<file path="config.mk">
export PLATFORM = sky130hd
export DESIGN_NAME = pixmux_port
export DESIGN_NICKNAME = d
export VERILOG_FILES = /design/src/rtl/pixmux_pkg.sv /design/src/rtl/pixmux_ldsync.sv /design/src/rtl/pixmux_fsm.sv /design/src/rtl/pixmux_delay.sv /design/src/rtl/pixmux_port.sv
export SDC_FILE = /design/constraint.sdc
export NUM_CORES = 1
export LEC_CHECK = 0
export ABC_AREA = 1
export BUFFER_PORTS_ARGS = -buffer_cell sky130_fd_sc_hd__buf_4
export CORE_ASPECT_RATIO = 0.8
export CORE_MARGIN = 2
export CORE_UTILIZATION = 38
export CTS_CLUSTER_DIAMETER = 100
export DETAILED_ROUTE_END_ITERATION = 8
export PLACE_DENSITY_LB_ADDON = 0.2
export SLEW_MARGIN = 15
export SYNTH_ARGS = -nofsm -noshare
export SYNTH_HDL_FRONTEND = slang
export SYNTH_HIERARCHICAL = 1
export SYNTH_SLANG_ARGS = --single-unit
</file>
<file path="constraint.sdc">
create_clock -name clk -period 1.3 [get_ports clk]
set_input_delay 0 -clock clk [delete_from_list [all_inputs] [get_ports clk]]
set_output_delay 0 -clock clk [all_outputs]
set_load 0.005 [all_outputs]
</file>
<file path="src/rtl/pixmux_pkg.sv">
package pixmux_pkg;
    // Serializer phase; the encoding is internal to the block
    typedef enum logic [1:0] {
        PH_IDLE   = 2'd0,
        PH_A      = 2'd1,
        PH_B      = 2'd2,
        PH_DIRECT = 2'd3
    } phase_e;
endpackage

</file>
<file path="src/rtl/pixmux_ldsync.sv">
module pixmux_ldsync #(
    parameter int DW = 8
) (
    input  logic          clk,
    input  logic          rst_n,
    input  logic          ld,
    input  logic [DW-1:0] data_in,
    output logic          ld_edge,
    output logic [DW-1:0] data_out
);
    logic          s1, s2, s3;
    logic [DW-1:0] d1, d2;

    // Two-flop synchronizer on the strobe, plus one flop for edge detection.
    // The data runs alongside so that data_out is the word seen
    // when the strobe was first sampled high.
    always_ff @(posedge clk or negedge rst_n) begin
        if (!rst_n) begin
            s1 <= 1'b0;
            s2 <= 1'b0;
            s3 <= 1'b0;
            d1 <= '0;
            d2 <= '0;
        end else begin
            s1 <= ld;
            s2 <= s1;
            s3 <= s2;
            d1 <= data_in;
            d2 <= d1;
        end
    end

    assign ld_edge  = s2 & ~s3;
    assign data_out = d2;
endmodule

</file>
<file path="src/rtl/pixmux_fsm.sv">
module pixmux_fsm
    import pixmux_pkg::*;
(
    input  logic   clk,
    input  logic   rst_n,
    input  logic   mode_2to1,
    input  logic   ld_edge,
    output phase_e phase,
    output logic   capture
);
    phase_e state_q, state_d;

    // State register
    always_ff @(posedge clk or negedge rst_n) begin
        if (!rst_n) state_q <= PH_IDLE;
        else        state_q <= state_d;
    end

    // Next state and outputs
    always_comb begin
        state_d = state_q;
        capture = 1'b0;
        unique case (state_q)
            PH_IDLE: begin
                if (!mode_2to1) begin
                    state_d = PH_DIRECT;
                    capture = 1'b1;
                end else if (ld_edge) begin
                    state_d = PH_A;
                    capture = 1'b1;
                end
            end
            PH_A: begin
                // an edge here would overwrite pixel B before it is sent, so none is taken
                if (!mode_2to1) begin
                    state_d = PH_DIRECT;
                    capture = 1'b1;
                end else begin
                    state_d = PH_B;
                end
            end
            PH_B: begin
                if (!mode_2to1) begin
                    state_d = PH_DIRECT;
                    capture = 1'b1;
                end else if (ld_edge) begin
                    state_d = PH_A;
                    capture = 1'b1;
                end else begin
                    state_d = PH_IDLE;
                end
            end
            PH_DIRECT: begin
                if (mode_2to1) state_d = PH_IDLE;
                else           capture = 1'b1;
            end
        endcase
    end

    assign phase = state_q;
endmodule

</file>
<file path="src/rtl/pixmux_delay.sv">
module pixmux_delay #(
    parameter int             W       = 8,
    parameter int             DEPTH   = 4,
    parameter logic [W-1:0]   RST_VAL = '0
) (
    input  logic         clk,
    input  logic         rst_n,
    input  logic [W-1:0] d,
    output logic [W-1:0] q
);
    logic [DEPTH-1:0][W-1:0] stg;

    always_ff @(posedge clk or negedge rst_n) begin
        if (!rst_n) begin
            for (int i = 0; i < DEPTH; i++) stg[i] <= RST_VAL;
        end else begin
            stg[0] <= d;
            for (int i = 1; i < DEPTH; i++) stg[i] <= stg[i-1];
        end
    end

    assign q = stg[DEPTH-1];
endmodule

</file>
<file path="src/rtl/pixmux_port.sv">
module pixmux_port
    import pixmux_pkg::*;
#(
    parameter int PIX_W = 8,
    parameter int LAT   = 4
) (
    input  logic               clk,
    input  logic               rst_n,
    input  logic               ld,
    input  logic [2*PIX_W-1:0] pix_in,
    input  logic [3:0]         sel_in,
    input  logic               blank_in,
    input  logic               sync_in,
    input  logic               mode_2to1,
    input  logic [1:0]         sel_mode,
    input  logic               sog_en,
    input  logic               sync_out_en,
    output logic [PIX_W-1:0]   color_o,
    output logic               blank_o,
    output logic               sog_o,
    output logic               sync_o,
    output logic               oe_o
);
    localparam int SEL_W  = 2;
    localparam int IN_W   = 2*PIX_W + 2*SEL_W + 2;
    localparam int SLOT_W = PIX_W + 4;
    // slot layout {oe, blank, sog, sync, color}
    localparam logic [SLOT_W-1:0] SLOT_IDLE = {1'b0, 1'b1, 1'b0, 1'b0, {PIX_W{1'b0}}};

    logic [IN_W-1:0]   in_word, smp_word, hold_q;
    logic              ld_edge, capture;
    phase_e            phase;

    assign in_word = {sync_in, blank_in, sel_in, pix_in};

    pixmux_ldsync #(.DW(IN_W)) u_sync (
        .clk      (clk),
        .rst_n    (rst_n),
        .ld       (ld),
        .data_in  (in_word),
        .ld_edge  (ld_edge),
        .data_out (smp_word)
    );

    pixmux_fsm u_fsm (
        .clk       (clk),
        .rst_n     (rst_n),
        .mode_2to1 (mode_2to1),
        .ld_edge   (ld_edge),
        .phase     (phase),
        .capture   (capture)
    );

    always_ff @(posedge clk or negedge rst_n) begin
        if (!rst_n)       hold_q <= '0;
        else if (capture) hold_q <= smp_word;
    end

    // Fields of the held word
    logic [PIX_W-1:0] h_pix_a, h_pix_b;
    logic [SEL_W-1:0] h_sel_a, h_sel_b;
    logic             h_blank, h_sync;

    assign h_pix_a = hold_q[PIX_W-1:0];
    assign h_pix_b = hold_q[2*PIX_W-1:PIX_W];
    assign h_sel_a = hold_q[2*PIX_W +: SEL_W];
    assign h_sel_b = hold_q[2*PIX_W+SEL_W +: SEL_W];
    assign h_blank = hold_q[IN_W-2];
    assign h_sync  = hold_q[IN_W-1];

    // Serializer: pick the pixel that belongs to the current phase
    logic             cur_valid;
    logic [PIX_W-1:0] cur_pix;
    logic [SEL_W-1:0] cur_sel;

    always_comb begin
        cur_valid = 1'b1;
        cur_pix   = h_pix_a;
        cur_sel   = h_sel_a;
        unique case (phase)
            PH_A, PH_DIRECT: begin
                cur_pix = h_pix_a;
                cur_sel = h_sel_a;
            end
            PH_B: begin
                cur_pix = h_pix_b;
                cur_sel = h_sel_b;
            end
            PH_IDLE: cur_valid = 1'b0;
        endcase
    end

    // Output formatting for the slot
    logic              f_oe, f_blank, f_sog, f_sync;
    logic [PIX_W-1:0]  f_color;
    logic [SLOT_W-1:0] slot_d, slot_q;

    always_comb begin
        f_oe    = cur_valid & (cur_sel == sel_mode);
        f_blank = ~cur_valid | h_blank;
        f_color = (f_oe & ~h_blank) ? cur_pix : '0;
        f_sog   = f_oe & sog_en & h_sync;
        f_sync  = cur_valid & sync_out_en & h_sync;
        slot_d  = {f_oe, f_blank, f_sog, f_sync, f_color};
    end

    pixmux_delay #(.W(SLOT_W), .DEPTH(LAT), .RST_VAL(SLOT_IDLE)) u_dly (
        .clk   (clk),
        .rst_n (rst_n),
        .d     (slot_d),
        .q     (slot_q)
    );

    assign color_o = slot_q[PIX_W-1:0];
    assign sync_o  = slot_q[PIX_W];
    assign sog_o   = slot_q[PIX_W+1];
    assign blank_o = slot_q[PIX_W+2];
    assign oe_o    = slot_q[PIX_W+3];
endmodule

</file>
==> results.toml, run 1 <==
[status]
status = "complete, but fails checks"
violations = "setup timing"

[timing]
hold_ws_ps = 21.98
skew_ps = 5.640
finalSetupViolCount = 1
tightest_slew_ps = 272.1
max_freq_mhz = 769.0
hold_viol = 0
finalMaxSlewViolations = 0
fin_setup_tns_ps = -0.4141
finalCriticalPeriod_ps = 1300
rsz0062_at_grt = "yes"
postLayoutSetupSlackWorst_ps = -0.4141
min_period_over_period_pct = 100.0
slew_headroom_pct = 81.86

[global_routing]
gr-total-overflow = 0
grt_use_total_pct = 11.39
grt_pass1_wl_mm = 8.804
grt_max_degree = 42
antenna_found_initial = 0
grt_pass1_vias = 1935

[critical_path]
worstSetupPathType = "reg2reg"
r2r_start = "u_fsm/phase[0]"
arrival_ps = 1630
required_ps = 1630
reg2reg_depth = 9
cpPeakStageDelay_ps = 410
ff2ff_setup_slack_ps = -0.4
cp_max_fo = 8
cp-start-kind = "flop"
worstSetupEndpointType = "flop"
r2r_end = "u_dly/stg[2]"
path_cells = "inv_2, nand2_4, nand2_4, nand2_2, nand2_2, inv_2, nor2_4, nand3_4, nor2_2"
crit_path_top_delay_cell = "dfrtp_1"

[placement]
placed_area_sq_mm = 0.004167
portBuffers = 41
place_inst = 406
gp_congestion = 0.7365
dp_hpwl_mm = 2.961

[power]
clockPowerShare_pct = 52.2
p_seq_share_pct = 41.6
ir_worst_vdd_mv = 0.9417
swShare_pct = 20.53
combPwrFrac_pct = 6.2
leakagePower_uw = 0.002553
p_int_uw = 7757
switchingPower_uw = 2003
p_per_area_mw_per_mm2 = 1882
p_total_uw = 9760

[hold_path]
min_path_type = "in2async"

[detailed_routing]
drtAntennaViolNets = 0
viasPerCell = 4.019
wl_per_cell_microns = 10.66
drc = 0
drt-initial-drc-count = 61
drt_pass1_iterations = 4
drt_wl_total_mm = 5.010
num_vias = 1889

[yosys]
synth_top_area_share_pct = 77.60
syn_avg_cell_area_sq_um = 14.66
synth_edf_count = 0
yosysTopAreaCell = "dfrtp_1"
async_flop_share_pct = 100.0
synth_nets = 283
synth_ff_type = "dfrtp_1"
synth_seq_cells = 119
synthCells = 253
yosysWarnings = 6
netlist_area_sq_mm = 0.003709
synthDistinctLibCells = 20
ys_top_cells_by_area = "dfrtp_1, nand2_1, dfstp_2"
yosysSeqAreaShare_pct = 80.43

[clocking]
cts-root-buf = "clkbuf_16"
clkTransAtPathRegs_ps = 50
numCtsBuffers = 17
clk_path_buf_depth = 2
cts_sinks = 119
clk_latency_ps = 400
cts_tree = "yes"
htreeDepth = 4

[floorplan]
coreArea_sq_mm = 0.009569
row_count = 32
initial_utilization_pct = 38.76
design.die.area_sq_mm = 0.01057
fp.dieH_microns = 92.36
die_width_microns = 114.5
num_io_pins = 42

[finish]
fin_area_sq_mm = 0.005186
nets = 368
antenna_cells = 0
instances_no_fill = 470
drive_gt1_share_pct = 35.33
area_growth_pct = 39.84

[flow_run]
cap_viol_max_count = 0
registers in the layout, indices dropped and copies added (netlist names):
| register | count |
|---|---|
| u_dly/stg | 36 |
| hold_q | 22 |
| u_sync/d1 | 22 |
| u_sync/data_out | 22 |
| u_dly/q | 12 |
| u_fsm/phase | 2 |
| u_sync/s1 | 1 |
| u_sync/s2 | 1 |
| u_sync/s3 | 1 |
cell usage after synthesis, types with 2 or more instances:
| cell | number |
|---|---|
| dfrtp_1 | 115 |
| nand2_1 | 31 |
| inv_1 | 26 |
| o21ai_0 | 21 |
| buf_4 | 12 |
| mux2_2 | 9 |
| nor2_2 | 9 |
| nand2_2 | 5 |
| dfstp_2 | 4 |
| nand3_1 | 4 |
| inv_2 | 3 |
| nor2_1 | 3 |
| buf_2 | 2 |
| clkbuf_1 | 2 |
| nand2_4 | 2 |
how the worst max path moves through the flow:
stage	slack [ps]	cells past startpoint	start	endpoint
floorplan	40	6	u_sync/s3	hold_q[2]
global placement	50	5	u_sync/s3	hold_q[2]
detailed placement	30	7	u_fsm/phase[0]	u_dly/stg[2]
CTS	10	5	u_sync/s3	hold_q[0]
global route	-90	7	u_fsm/phase[0]	u_dly/stg[2]
finish	-0.4	9	u_fsm/phase[0]	u_dly/stg[2]
power by group through the flow:
stage | clock [uW] | sequential [uW] | combinational [uW]
6_report | 5100 | 4060 | 602
4_1_cts | 5220 | 4070 | 584
3_3_place_gp | 0 | 4120 | 503
3_5_place_dp | 0 | 4130 | 514
5_1_grt | 5410 | 4090 | 682
2_1_floorplan | 0 | 4100 | 289
stage by stage:
stage	setup slack, ps	util, %
after global routing	-86.55	54.20
after detailed placement	25.85	43.54
final	-0.4141	54.20
after CTS	10.23	53.49
after floorplan	37.43	-
after global placement	51.61	43.54
critical path: cells and delay by family (launching register included):
kind	cells	cell delay [ps]
simple gates	7	660
flops	1	410
buf+inv	2	150
layout make-up:
cell class,count,area [sq um]
Fill cell,757,4383
Clock inverter,14,222.7
Sequential cell,119,2983
Clock buffer,18,439.2
Timing Repair Buffer,83,750.7
Inverter,29,108.9
Multi-Input combinational cell,88,533.0
Tap cell,119,148.9
layout by cell type, fill, tap and decap left out, types with 4 or more instances in the layout:
master         count
buf_4             50
bufinv_16          5
clkbuf_16         18
clkinv_4           4
dfrtp_1          115
dfstp_2            4
dlygate4sd3_1     29
inv_1             26
mux2_2             9
nand2_1           30
nand2_2            5
nor2_2             8
o21ai_0           19
routing by layer:
metal | track usage [%] | vias to the layer above | wire length (microns)
li1 | - | 943 | -
met1 | 14.35 | 890 | 2368
met2 | 15.58 | 42 | 2281
met3 | 5.497 | 14 | 234
met4 | 7.317 | 0 | 126
met5 | 0 | - | 0
repair_timing:
item	in CTS	in global routing
setup endpoints to repair	0	26
endpoints found under the hold margin	146	0
setup buffers	0	2
hold buffers	29	0
gates resized for setup	0	8
cell families (layout without fill, tap and decap cells):
group                  Yosys count  after routing  share of synthesized area, %
flip-flops                     119            119                         80.43
AND/OR/NAND/NOR                 58             58                         8.063
multiplexers                     9              9                         2.733
AO/OA/AOI/OAI                   21             21                         2.834
buffers and inverters           46            144                         5.938
No activity file was read; power rests on OpenSTA's default activity.
==> run 2: changes to the inputs <==
clock period = 1.4 ns   (was 1.3 ns; I/O delays follow)
==> results.toml, run 2 (synthesis results as in run 1) <==
[detailed_routing]
viasPerCell = 4.024
drt_pass1_iterations = 4
num_vias = 1867
drtAntennaViolNets = 0
wl_per_cell_microns = 10.32
drc = 0
drt_wl_total_mm = 4.788
drt-initial-drc-count = 80

[clocking]
cts_sinks = 119
post-cts-setup-buffers = 0
clkTransAtPathRegs_ps = 50
clk_path_buf_depth = 2
htreeDepth = 4
numCtsBuffers = 17
clk_latency_ps = 400
cts_tree = "yes"
cts-root-buf = "clkbuf_16"

[placement]
place_inst = 403
portBuffers = 41
gp_congestion = 0.7483
placed_area_sq_mm = 0.004144
dp_hpwl_mm = 2.888

[timing]
hold_viol = 0
hold_ws_ps = 107.7
slew_headroom_pct = 69.65
rsz0062_at_grt = "no"
min_period_over_period_pct = 90.35
max_freq_mhz = 790.5
finalSetupViolCount = 0
finalCriticalPeriod_ps = 1265
tightest_slew_ps = 455.2
fin_setup_tns_ps = 0
finalMaxSlewViolations = 0
skew_ps = 5.815

[floorplan]
coreArea_sq_mm = 0.009569
fp.dieH_microns = 92.36
initial_utilization_pct = 38.76
design.die.area_sq_mm = 0.01057
row_count = 32
die_width_microns = 114.5
num_io_pins = 42

[critical_path]
cp-startpoint = "u_sync/s3"
required_ps = 1680
cp-endpoint = "hold_q[2]"
ff2ff_setup_slack_ps = 140
reg2reg_depth = 5
r2r_end = "hold_q[2]"
worstSetupEndpointType = "flop"
cp_max_fo = 23
crit_path_top_delay_cell = "dfrtp_1"
path_cells = "nor2_2, nand2_2, nand2_2, buf_12, mux2_2"
cp_common_cell = "nand2_2"
worstSetupPathType = "reg2reg"
cp-start-kind = "flop"
cpPeakStageDelay_ps = 370
arrival_ps = 1550
r2r_start = "u_sync/s3"

[finish]
nFillCells = 791
nets = 362
largest_reg_flops = 36
mostFrequentLayoutCell = "dfrtp_1"
area_growth_pct = 35.56
fin_area_sq_mm = 0.005027
drive_gt1_share_pct = 33.33
instances_no_fill = 464
mostFrequentLayoutCells = "dfrtp_1, buf_4, nand2_1"
antenna_cells = 0
top_register = "u_dly/stg"

[power]
p_total_uw = 8491
ir_worst_vdd_mv = 0.9457
leakagePower_uw = 0.002481
p_per_area_mw_per_mm2 = 1689

[global_routing]
grtUsageMet3_pct = 5.497
grt_use_total_pct = 11.15
grt_max_degree = 39
use_met2_pct = 14.60
gr-usage-met1_pct = 14.77
antenna_found_initial = 0
grt_pass1_vias = 1870
gr-total-overflow = 0
grt_busiest_layer = "met1"
grt_pass1_wl_mm = 8.666

[flow_run]
cap_viol_max_count = 0

[status]
status = "complete, no violations"

[hold_path]
min_path_type = "in2async"
run 2: worst min-delay path by stage:
stage	from	end	depth (start not counted)	slack, ps
floorplan	rst_n	hold_q[0]	0	-300
global placement	rst_n	u_sync/d1[4]	1	-20
detailed placement	rst_n	u_sync/d1[4]	1	-10
CTS	rst_n	u_sync/d1[4]	2	90
global route	rst_n	u_sync/data_out[12]	2	160
finish	rst_n	u_sync/d1[3]	2	110
run 2: metrics by stage:
step | worst slack, ps | util (%)
2_1_floorplan | 36.91 | -
3_5_place_dp | 76.90 | 43.31
5_1_grt | 1.030 | 52.54
6_report | 135.1 | 52.54
3_3_place_gp | 108.9 | 43.31
4_1_cts | 64.35 | 52.51
run 2: repair_timing:
| action | 4_1_cts | 5_1_grt |
|---|---|---|
| gates resized for setup | 0 | 1 |
| endpoints found under the hold margin | 147 | 0 |
| hold buffers | 29 | 0 |
| endpoints found under the setup margin | 0 | 2 |
run 2: area by class of cell:
| class | count | area [sq um] | share of cell area (%) |
|---|---|---|---|
| Clock inverter | 14 | 151.4 | 3.011 |
| Sequential cell | 119 | 2983 | 59.33 |
| Clock buffer | 18 | 439.2 | 8.736 |
| Timing Repair Buffer | 77 | 688.2 | 13.69 |
| Tap cell | 119 | 148.9 | 2.962 |
| Inverter | 29 | 108.9 | 2.165 |
| Multi-Input combinational cell | 88 | 508.0 | 10.10 |
run 2: power breakdown:
part,switching [uW],total (uW),internal [uW]
clock,1530,4200,2680
combinational,260,519,259
sequential,71.7,3770,3700
total,1860,8490,6630
run 2: worst max-delay path, delay by kind of cell (launching register included):
family,cells,cell delay (ps)
buffers and inverters,1,160
and+or+nand+nor,3,270
muxes,1,340
DFF,1,370
run 2: routing by layer:
| metal | up-vias | wire length (microns) |
|---|---|---|
| met5 | - | 0 |
| met4 | 0 | 77 |
| met3 | 9 | 230 |
| met2 | 45 | 2035 |
| met1 | 883 | 2445 |
| li1 | 930 | - |
